==> src/rtl/adc_cap_pkg.sv <==
package adc_cap_pkg;
  typedef enum logic [1:0] {
    ST_IDLE,
    ST_ARMED,
    ST_CAPTURE,
    ST_DONE
  } cap_state_e;

  // early -> late sample pair crosses thr in the chosen direction
  function automatic logic crossed(input logic [7:0] early, input logic [7:0] late,
                                   input logic [7:0] thr, input logic falling);
    if (falling) return (early >= thr) && (late < thr);
    return (early < thr) && (late >= thr);
  endfunction
endpackage

==> src/rtl/adc_level_trigger.sv <==
module adc_level_trigger
  import adc_cap_pkg::*;
#(
  parameter int SW = 8
) (
  input  logic          clk_i,
  input  logic          rst_ni,
  input  logic          enable_i,
  input  logic          clear_i,
  input  logic          lane_sel_i,
  input  logic          falling_i,
  input  logic [SW-1:0] thr_i,
  input  logic [SW-1:0] a_rise_i,
  input  logic [SW-1:0] a_fall_i,
  input  logic [SW-1:0] b_rise_i,
  input  logic [SW-1:0] b_fall_i,
  output logic          hit_o
);
  logic [SW-1:0] rise, fall, prev_q;
  logic          prev_ok_q;

  assign rise = lane_sel_i ? b_rise_i : a_rise_i;
  assign fall = lane_sel_i ? b_fall_i : a_fall_i;

  always_ff @(posedge clk_i or negedge rst_ni) begin
    if (!rst_ni) begin
      prev_q    <= '0;
      prev_ok_q <= 1'b0;
    end else begin
      prev_q    <= fall;
      prev_ok_q <= !clear_i;
    end
  end

  assign hit_o = enable_i &&
                 ((prev_ok_q && crossed(prev_q, rise, thr_i, falling_i)) ||
                  crossed(rise, fall, thr_i, falling_i));
endmodule

==> src/rtl/adc_word_packer.sv <==
module adc_word_packer #(
  parameter int SW     = 8,
  parameter int WORD_W = 64
) (
  input  logic              clk_i,
  input  logic              rst_ni,
  input  logic              clear_i,
  input  logic              shift_i,
  input  logic              interleave_i,
  input  logic [SW-1:0]     a_rise_i,
  input  logic [SW-1:0]     a_fall_i,
  input  logic [SW-1:0]     b_rise_i,
  input  logic [SW-1:0]     b_fall_i,
  output logic [WORD_W-1:0] word_a_o,
  output logic [WORD_W-1:0] word_b_o,
  output logic              full_o
);
  localparam int LANE_STEPS = WORD_W / (2 * SW);
  localparam int ILV_STEPS  = WORD_W / (4 * SW);
  localparam int PH_W       = $clog2(LANE_STEPS) + 1;

  logic [WORD_W-1:0] sh_a_q, sh_b_q;
  logic [PH_W-1:0]   phase_q, last_ph;

  // newest bytes enter at the top, so the earliest ends up in byte 0
  always_comb begin
    if (interleave_i) begin
      word_a_o = {b_fall_i, a_fall_i, b_rise_i, a_rise_i, sh_a_q[WORD_W-1:4*SW]};
      word_b_o = sh_b_q;
    end else begin
      word_a_o = {a_fall_i, a_rise_i, sh_a_q[WORD_W-1:2*SW]};
      word_b_o = {b_fall_i, b_rise_i, sh_b_q[WORD_W-1:2*SW]};
    end
  end

  assign last_ph = interleave_i ? PH_W'(ILV_STEPS - 1) : PH_W'(LANE_STEPS - 1);
  assign full_o  = shift_i && (phase_q == last_ph);

  always_ff @(posedge clk_i or negedge rst_ni) begin
    if (!rst_ni) begin
      sh_a_q  <= '0;
      sh_b_q  <= '0;
      phase_q <= '0;
    end else if (clear_i) begin
      phase_q <= '0;
    end else if (shift_i) begin
      sh_a_q  <= word_a_o;
      sh_b_q  <= word_b_o;
      phase_q <= full_o ? '0 : phase_q + PH_W'(1);
    end
  end
endmodule

==> src/rtl/adc_capture_buffer.sv <==
module adc_capture_buffer #(
  parameter int DEPTH  = 16,
  parameter int WORD_W = 64,
  parameter int AW     = $clog2(DEPTH)
) (
  input  logic              clk_i,
  input  logic [1:0]        we_i,
  input  logic [AW-1:0]     waddr_i,
  input  logic [WORD_W-1:0] wdata0_i,
  input  logic [WORD_W-1:0] wdata1_i,
  input  logic              rd_bank_i,
  input  logic [AW-1:0]     rd_addr_i,
  output logic [WORD_W-1:0] rd_data_o
);
  logic [WORD_W-1:0] rd_q [2];
  logic              bank_q;

  for (genvar b = 0; b < 2; b++) begin : g_bank
    logic [WORD_W-1:0] mem [DEPTH];
    logic [WORD_W-1:0] wdata;
    assign wdata = (b == 0) ? wdata0_i : wdata1_i;
    always_ff @(posedge clk_i) begin
      if (we_i[b]) mem[waddr_i] <= wdata;
      rd_q[b] <= mem[rd_addr_i];
    end
  end

  always_ff @(posedge clk_i) bank_q <= rd_bank_i;

  assign rd_data_o = bank_q ? rd_q[1] : rd_q[0];
endmodule

==> src/rtl/adc_capture_engine.sv <==
module adc_capture_engine
  import adc_cap_pkg::*;
#(
  parameter int DEPTH  = 16,
  parameter int SW     = 8,
  parameter int WORD_W = 64,
  parameter int AW     = $clog2(DEPTH),
  parameter int LEN_W  = $clog2(2 * DEPTH) + 1
) (
  input  logic              clk_i,
  input  logic              rst_ni,
  input  logic [SW-1:0]     a_rise_i,
  input  logic [SW-1:0]     a_fall_i,
  input  logic [SW-1:0]     b_rise_i,
  input  logic [SW-1:0]     b_fall_i,
  input  logic              cfg_interleave_i,
  input  logic              cfg_trig_lane_i,
  input  logic              cfg_trig_falling_i,
  input  logic [SW-1:0]     cfg_thresh_i,
  input  logic [LEN_W-1:0]  cfg_length_i,
  input  logic              arm_i,
  output logic              armed_o,
  output logic              busy_o,
  output logic              done_o,
  input  logic              rd_bank_i,
  input  logic [AW-1:0]     rd_addr_i,
  output logic [WORD_W-1:0] rd_data_o
);
  localparam logic [LEN_W-1:0] CAP_DUAL = LEN_W'(DEPTH);
  localparam logic [LEN_W-1:0] CAP_ILV  = LEN_W'(2 * DEPTH);

  cap_state_e        state_q;
  logic [LEN_W-1:0]  wcount_q, len_q, eff_len, cap;
  logic              mode_q, hit, capturing, wr_evt;
  logic [WORD_W-1:0] word_a, word_b;
  logic [1:0]        we;
  logic [AW-1:0]     waddr;

  assign capturing = (state_q == ST_CAPTURE);

  adc_level_trigger #(.SW(SW)) i_trig (
    .clk_i      (clk_i),
    .rst_ni     (rst_ni),
    .enable_i   ((state_q == ST_ARMED) && !arm_i),
    .clear_i    (arm_i),
    .lane_sel_i (cfg_trig_lane_i),
    .falling_i  (cfg_trig_falling_i),
    .thr_i      (cfg_thresh_i),
    .a_rise_i   (a_rise_i),
    .a_fall_i   (a_fall_i),
    .b_rise_i   (b_rise_i),
    .b_fall_i   (b_fall_i),
    .hit_o      (hit)
  );

  adc_word_packer #(.SW(SW), .WORD_W(WORD_W)) i_pack (
    .clk_i        (clk_i),
    .rst_ni       (rst_ni),
    .clear_i      (hit),
    .shift_i      (capturing),
    .interleave_i (mode_q),
    .a_rise_i     (a_rise_i),
    .a_fall_i     (a_fall_i),
    .b_rise_i     (b_rise_i),
    .b_fall_i     (b_fall_i),
    .word_a_o     (word_a),
    .word_b_o     (word_b),
    .full_o       (wr_evt)
  );

  // interleaved words alternate banks so both modes fill the same storage
  always_comb begin
    we = 2'b00;
    if (wr_evt) we = mode_q ? (wcount_q[0] ? 2'b10 : 2'b01) : 2'b11;
    waddr = mode_q ? wcount_q[AW:1] : wcount_q[AW-1:0];
  end

  adc_capture_buffer #(.DEPTH(DEPTH), .WORD_W(WORD_W), .AW(AW)) i_buf (
    .clk_i     (clk_i),
    .we_i      (we),
    .waddr_i   (waddr),
    .wdata0_i  (word_a),
    .wdata1_i  (mode_q ? word_a : word_b),
    .rd_bank_i (rd_bank_i),
    .rd_addr_i (rd_addr_i),
    .rd_data_o (rd_data_o)
  );

  always_comb begin
    cap = cfg_interleave_i ? CAP_ILV : CAP_DUAL;
    if (cfg_length_i == '0)     eff_len = LEN_W'(1);
    else if (cfg_length_i > cap) eff_len = cap;
    else                         eff_len = cfg_length_i;
  end

  always_ff @(posedge clk_i or negedge rst_ni) begin
    if (!rst_ni) begin
      state_q  <= ST_IDLE;
      wcount_q <= '0;
      len_q    <= '0;
      mode_q   <= 1'b0;
    end else if (arm_i) begin
      state_q  <= ST_ARMED;
      wcount_q <= '0;
      len_q    <= eff_len;
      mode_q   <= cfg_interleave_i;
    end else begin
      case (state_q)
        ST_ARMED: if (hit) state_q <= ST_CAPTURE;
        ST_CAPTURE: if (wr_evt) begin
          wcount_q <= wcount_q + LEN_W'(1);
          if (wcount_q + LEN_W'(1) == len_q) state_q <= ST_DONE;
        end
        default: ;
      endcase
    end
  end

  assign armed_o = (state_q == ST_ARMED);
  assign busy_o  = capturing;
  assign done_o  = (state_q == ST_DONE);
endmodule

==> config.mk <==
export PLATFORM = sky130hd
export DESIGN_NAME = adc_capture_engine
export DESIGN_NICKNAME = d
export VERILOG_FILES = /design/src/rtl/adc_cap_pkg.sv /design/src/rtl/adc_level_trigger.sv /design/src/rtl/adc_word_packer.sv /design/src/rtl/adc_capture_buffer.sv /design/src/rtl/adc_capture_engine.sv
export SDC_FILE = /design/constraint.sdc
export NUM_CORES = 2
export LEC_CHECK = 0
export CELL_PAD_IN_SITES_DETAIL_PLACEMENT = 0
export CELL_PAD_IN_SITES_GLOBAL_PLACEMENT = 1
export CORE_MARGIN = 10
export CORE_UTILIZATION = 50
export CTS_BUF_LIST = sky130_fd_sc_hd__clkbuf_4
export CTS_CLUSTER_SIZE = 10
export DETAILED_ROUTE_END_ITERATION = 10
export PLACE_DENSITY = 0.82
export SLEW_MARGIN = 20
export SYNTH_ARGS = -nofsm -noshare
export SYNTH_HDL_FRONTEND = slang
export SYNTH_SLANG_ARGS = --single-unit
==> constraint.sdc <==
create_clock -name clk_i -period 10.3 [get_ports clk_i]
set_clock_uncertainty 0.2 [all_clocks]
set_input_delay 3.09 -clock clk_i [delete_from_list [all_inputs] [get_ports clk_i]]
set_output_delay 3.09 -clock clk_i [all_outputs]
set_load 0.02 [all_outputs]
# Word-level counts from Yosys, hierarchy flattened
# Memory sizes are Yosys's and may differ from the RTL's.
# Cells that the tools add are included.
[word_totals] regBits=156 mem_count=3 word_cells=83 output_inout_bits=67 ram_bits=2176
[mem_list] memory="i_buf.g_bank[0].mem" words=16 word_bits=64 read_ports=1 rd_clocked_by_memory_dff=0 wr=1 line_no="adc_capture_buffer.sv:19" source="logic [WORD_W-1:0] mem [DEPTH];"
[mem_list] memory="i_buf.g_bank[1].mem" words=16 word_bits=64 read_ports=1 rd_clocked_by_memory_dff=0 wr=1 line_no="adc_capture_buffer.sv:19"
[mem_list] memory="i_buf.rd_q" words=2 word_bits=64 read_ports=2 rd_clocked_by_memory_dff=0 wr=2 line_no="adc_capture_buffer.sv:15" source="logic [WORD_W-1:0] rd_q [2];"
[op_classes] eq_ne=8 muxes=34 bitwise_logic=1 n_addsub=2 n_lt_le_gt_ge=7 reduce_logical=18
[ops] op="64-bit 2-to-1 mux" count=4
[ops] op="6-bit 2-to-1 mux" count=6
[ops] op="8-bit greater-or-equal comparator" count=3
[ops] op="8-bit less-than comparator" count=3
[ops] op="2-bit 2-to-1 mux" count=8
[ops] op="8-bit 2-to-1 mux" count=2
[ops] op="1-bit 2-to-1 mux" count=9
[ops] op="3-bit 2-to-1 mux" count=3
[ops] op="1-bit logical AND" count=8
[ops] op="6-bit by 1-bit adder with 6-bit output, second input constant" count=1
[ops] op="6-bit == test" count=1
[ops] op="6-bit greater-than comparator" count=1
[ops] op="6-bit logical NOT" count=1
[ops] op="3-bit != test, second input constant" count=2
[ops] op="2-bit nonzero test" count=3
[ops] op="2-bit == test, second input constant" count=2
[ops] op="4-bit 2-to-1 mux" count=1
[ops] op="2-bit one-hot mux with 2 select lines" count=1
[ops] op="2-bit AND reduction" count=2
[ops] op="4-bit AND reduction" count=1
[ops] op="3-bit by 1-bit adder with 3-bit output, second input constant" count=1
[ops] op="3-bit == test" count=1
[ops] op="3-bit by 2-bit != test with 1-bit output, second input constant" count=1
[ops] op="3-bit nonzero test" count=1
[ops] op="other kinds (4)" count=4

# Longest topological paths before layout
[logic_depth] depth_word=11 mapped_depth=10 mapped_depth_nobuf=9

# By module
# A second synthesis with hierarchy kept.
[hier_totals] cells_unflattened=4173 hier_area_um2=89052.9
[by_module_without_submodules] module="adc_capture_buffer" cells_each=3500 area_each_um2=80423.4 n_inst=1
[by_module_without_submodules] module="adc_word_packer" cells_each=394 area_each_um2=5880.6 n_inst=1
[by_module_without_submodules] module="adc_capture_engine" cells_each=174 area_each_um2=1707.9 n_inst=1
[by_module_without_submodules] module="adc_level_trigger" cells_each=105 area_each_um2=1041.0 n_inst=1

# Worst setup path after synthesis
# Ideal clock, no wire load.
[synth_timing] path_type="input to register" start="in cfg_trig_lane_i" end="reg state_q[1]" setup_slack_ps=4688 arrival_time_ps=5291 setup_time_ps=121 path_buffers=1 path_stages=9 cell_sequence="clkbuf_1 mux2_2 ha_1 nand4_1 a31oi_1 a2111oi_0 o211ai_1 a32o_1 a22o_1"
[synth_rtl] element="from (decl)" line_no="adc_capture_engine.sv:17" source="input logic cfg_trig_lane_i,"
[synth_rtl] element="8-bit 2-to-1 mux *" line_no="adc_level_trigger.sv:23" source="assign fall = lane_sel_i ? b_fall_i : a_fall_i;"
[synth_rtl] element="net i_trig.fall[5]" line_no="adc_level_trigger.sv:19" source="logic [SW-1:0] rise, fall, prev_q;"
[synth_rtl] element="8-bit less-than comparator" line_no="adc_cap_pkg.sv:12" source="if (falling) return (early >= thr) && (late < thr);"
[synth_rtl] element="1-bit logical AND" line_no="adc_cap_pkg.sv:12"
[synth_rtl] element="1-bit 2-to-1 mux" line_no="adc_cap_pkg.sv:12"
[synth_rtl] element="1-bit 2-to-1 mux *" line_no="adc_cap_pkg.sv:13" source="return (early < thr) && (late >= thr);"
[synth_rtl] element="1-bit logical OR *" line_no="adc_level_trigger.sv:36" source="((prev_ok_q && crossed(prev_q, rise, thr_i, falling_i)) ||"
[synth_rtl] element="1-bit logical AND *" line_no="adc_level_trigger.sv:35" source="assign hit_o = enable_i &&"
[synth_rtl] element="3-bit by 2-bit != test with 1-bit output (no source line) *"
[synth_rtl] element="4-bit AND reduction (no source line) *"
[synth_rtl] element="to (signal assigned)" line_no="adc_capture_engine.sv:98" source="state_q <= ST_IDLE;"
[synth_rtl] element="to (signal assigned)" line_no="adc_capture_engine.sv:103" source="state_q <= ST_ARMED;"
[synth_rtl] element="to (signal assigned)" line_no="adc_capture_engine.sv:109" source="ST_ARMED: if (hit) state_q <= ST_CAPTURE;"
[synth_rtl] element="to (decl)" line_no="adc_capture_engine.sv:32" source="cap_state_e state_q;"
# The timed path passes the listed nets; every way through them passes the cells marked *. The select of a mux whose other input is x is not followed.
# A chain may end at the register's enable or synchronous reset.

# Worst setup path after layout
[layout_timing] start="reg i_buf.bank_q" end="out rd_data_o[60]"
[layout_via] elab_chain_len=1
[layout_rtl] element="from (decl)" line_no="adc_capture_buffer.sv:16" source="logic bank_q;"
[layout_rtl] element="from (signal assigned)" line_no="adc_capture_buffer.sv:28" source="always_ff @(posedge clk_i) bank_q <= rd_bank_i;"
[layout_rtl] element="64-bit 2-to-1 mux" line_no="adc_capture_buffer.sv:30" source="assign rd_data_o = bank_q ? rd_q[1] : rd_q[0];"
[layout_rtl] element="to (decl)" line_no="adc_capture_engine.sv:27" source="output logic [WORD_W-1:0] rd_data_o"
# No other way between the ends.

==> flow_summary.toml <==
[place]
dp_hpwl_mm = 118
io_buffers = 123
place_congestion = 0.866

[worst_setup_path]
cp-startpoint = "i_buf.bank_q"
start_kind = "register"
cp_slowest_cell = "buf_4"
end_kind = "output pin"
max_stage_delay_ns = 0.81
worstPathRequired_ns = 7.01
critPathArrivalTime_ns = 3.99
path_class = "register to output pin"
crit_buf_inv = 2
r2r-end = "i_buf.g_bank[1].mem[12][16]"
path_cells = "buf_4 -> mux2_2 -> clkdlybuf4s50_1"
rrSetupSlack_ns = 5.34
worstPathMaxFanout = 39
cp_top_family = "buffers and inverters"
crit_end = "rd_data_o[60]"
worstReg2RegStart = "state_q[1]"
cp.depth = 3
r2r.worst_path.cells = 7

[global_route]
grt_pass1_vias = 45600
grt.overflow.total = 0
grt_pass1_wl_mm = 310
track_usage_pct = 22.3
grt_antenna_before_repair = 11
grt_start_max_net_pins = 121

[die]
die_w_um = 438
dieArea_mm2 = 0.192
core_area_mm2 = 0.174
die_h_um = 438
io_pins = 124
start_util_pct = 50.3
rows = 153

[synthesis]
syn_inst = 4026
syn_area_per_cell_um2 = 21.7
synth_edf_count = 2048
synthDistinctLibCells = 46
async_flop_share_pct = 5.35
synth_nets = 4111
ys_seq_elements = 2300
yosysWarnings = 0
synth-seq-area-share_pct = 77.0
synth-main-ff-cell = "edfxtp_1"
netlist_area_mm2 = 0.0873

[final_layout]
layout_commonest_cell = "edfxtp_1"
fillers = 12539
layout_common_cells = "edfxtp_1, clkbuf_4, mux4_2"
area.sequential_mm2 = 0.0672
syn2layout_area_growth_pct = 14.2
nets = 4778
layout-drive-gt1-share_pct = 35.8
multi_input_area_mm2 = 0.0188

[clock_tree]
clk_pin_slew_ns = 0.06
cts_root_buf = "clkbuf_4"
hold_buffers = 0
cts_max_path_buffers = 4
cts_resized = 0
cts.htree.levels = 6
cts_sinks = 2300
clk_latency_ns = 1.38
cts_tree = "yes"
cts_buffers = 568
post_cts_buffers = 0

[power_and_ir_drop]
p_total_w = 0.0212
power.leakage_nw = 33.2
ir_drop_mv = 0.138
p_per_area_mw_per_mm2 = 213

[timing]
whs_ns = 0.252
max_freq_ghz = 0.137
finalCriticalPeriod_ns = 7.28
period_share_pct = 70.6
fin_setup_tns_ns = 0
drv_slew = 0
setup_viol = 0
rsz0062_at_grt = "false"
worst_pin_slew_ns = 1.13
max_slew_margin_pct = 24.5
hold_violations = 0

[drt]
vias = 44410
post-route-drc-count = 0
drt-total-wl_mm = 214
drt-initial-drc-count = 5419
ant_nets = 0
wl_per_cell_um = 28.6
vias_per_cell = 5.94
dr.pass1.iters = 6

[hold_path]
hp-class = "register to register"

[flow_run]
cap_violations = 0

[status]
status = "completed"
## logic make-up (layout without fill, tap and decap cells)
group	after synthesis	in the layout	share of synthesized area (%)
DFF	2300	2300	77.0
muxes	724	724	17.2
buffers and inverters	347	1461	1.84
AOI/OAI and AO/OA	320	320	2.00
and+or+nand+nor	293	293	1.44
adders and majority gates	28	28	0.401
xor gates and xnor gates	14	14	0.141
other	0	10	0
## area by class of cell
cell class | count | share of cell area (%)
diodes | 10 | 0.0251
flip-flops and latches | 2300 | 67.4
clock inverters | 152 | 0.995
multi-input cells | 1379 | 18.9
clock buffers | 865 | 6.52
repair buffers | 311 | 2.80
inverters | 133 | 0.502
well taps | 2325 | 2.92
## worst min-delay path by stage
stage	depth (start not counted)	slack, ns	start	end
3_5_place_dp	2	0.27	i_pack.sh_b_q[33]	i_pack.sh_b_q[17]
3_3_place_gp	2	0.26	i_pack.sh_b_q[38]	i_pack.sh_b_q[22]
5_1_grt	2	0.28	i_pack.sh_b_q[38]	i_pack.sh_b_q[22]
4_1_cts	2	0.25	i_pack.sh_b_q[38]	i_pack.sh_b_q[22]
6_report	2	0.25	i_pack.sh_b_q[38]	i_pack.sh_b_q[22]
2_1_floorplan	2	0.25	i_pack.sh_b_q[56]	register
## state kept, by name, summed over array words and instances (netlist names), named ones only
signal            flops
i_trig.prev_q         8
i_pack.sh_a_q        48
wcount_q              6
mode_q                1
i_pack.sh_b_q        40
i_buf.bank_q          1
i_buf.rd_q          128
state_q               2
i_buf.g_bank.mem   2048
len_q                 6
i_pack.phase_q        3
i_trig.prev_ok_q      1
## power by group
part	total, W	internal [W]	switching, W
clock network	0.00772	0.00421	0.00350
registers	0.0113	0.0111	0.000140
logic	0.00222	0.000703	0.00151
## synth_stat cells, types with 7 or more instances
cell      count  area [um2]
buf_1        22        82.6
a211oi_1     27         203
clkbuf_1    107         402
buf_4        37         278
dfxtp_1     129        2580
buf_6        16         180
buf_2        32         160
mux2i_1      30         300
ha_1         28         350
nor2_1       47         176
mux4_2      614       13800
edfxtp_1   2048       61500
xnor2_1       8        70.1
inv_1       133         499
nor2b_1      31         194
o21ai_0     220        1100
dfrtp_1     123        3080
nand3_1       7        35.0
mux2_2       80         901
a21oi_1      48         240
nand2_1     180         676
## worst min-delay path: cells and delay by family, from the launching register on
kind	cells	cell delay, ns
AND/OR/NAND/NOR	1	0.05
AO/OA/AOI/OAI	1	0.06
flip-flops	1	0.35
## per-layer routing
layer | up-vias | global-route usage, % | wire length (um)
met4 | 0 | 8.44 | 6660
li1 | 18282 | - | -
met3 | 378 | 5.15 | 22700
met5 | - | 0 | 0
met2 | 2623 | 35.4 | 105000
met1 | 23127 | 30.2 | 79500
## per-stage QoR
step / cell area [um2] / cells / utilization (%) / worst slack, ns
2_1_floorplan: 87300 / 4026 / - / 4.69
3_3_place_gp: 92100 / 6448 / 53.1 / 3.33
3_5_place_dp: 92100 / 6448 / 53.1 / 3.18
4_1_cts: 99600 / 7465 / 57.4 / 2.78
5_1_grt: 99700 / 7470 / 57.4 / 2.84
6_report: 99700 / 7475 / 57.4 / 3.02
(Power assumes the default switching activity.)
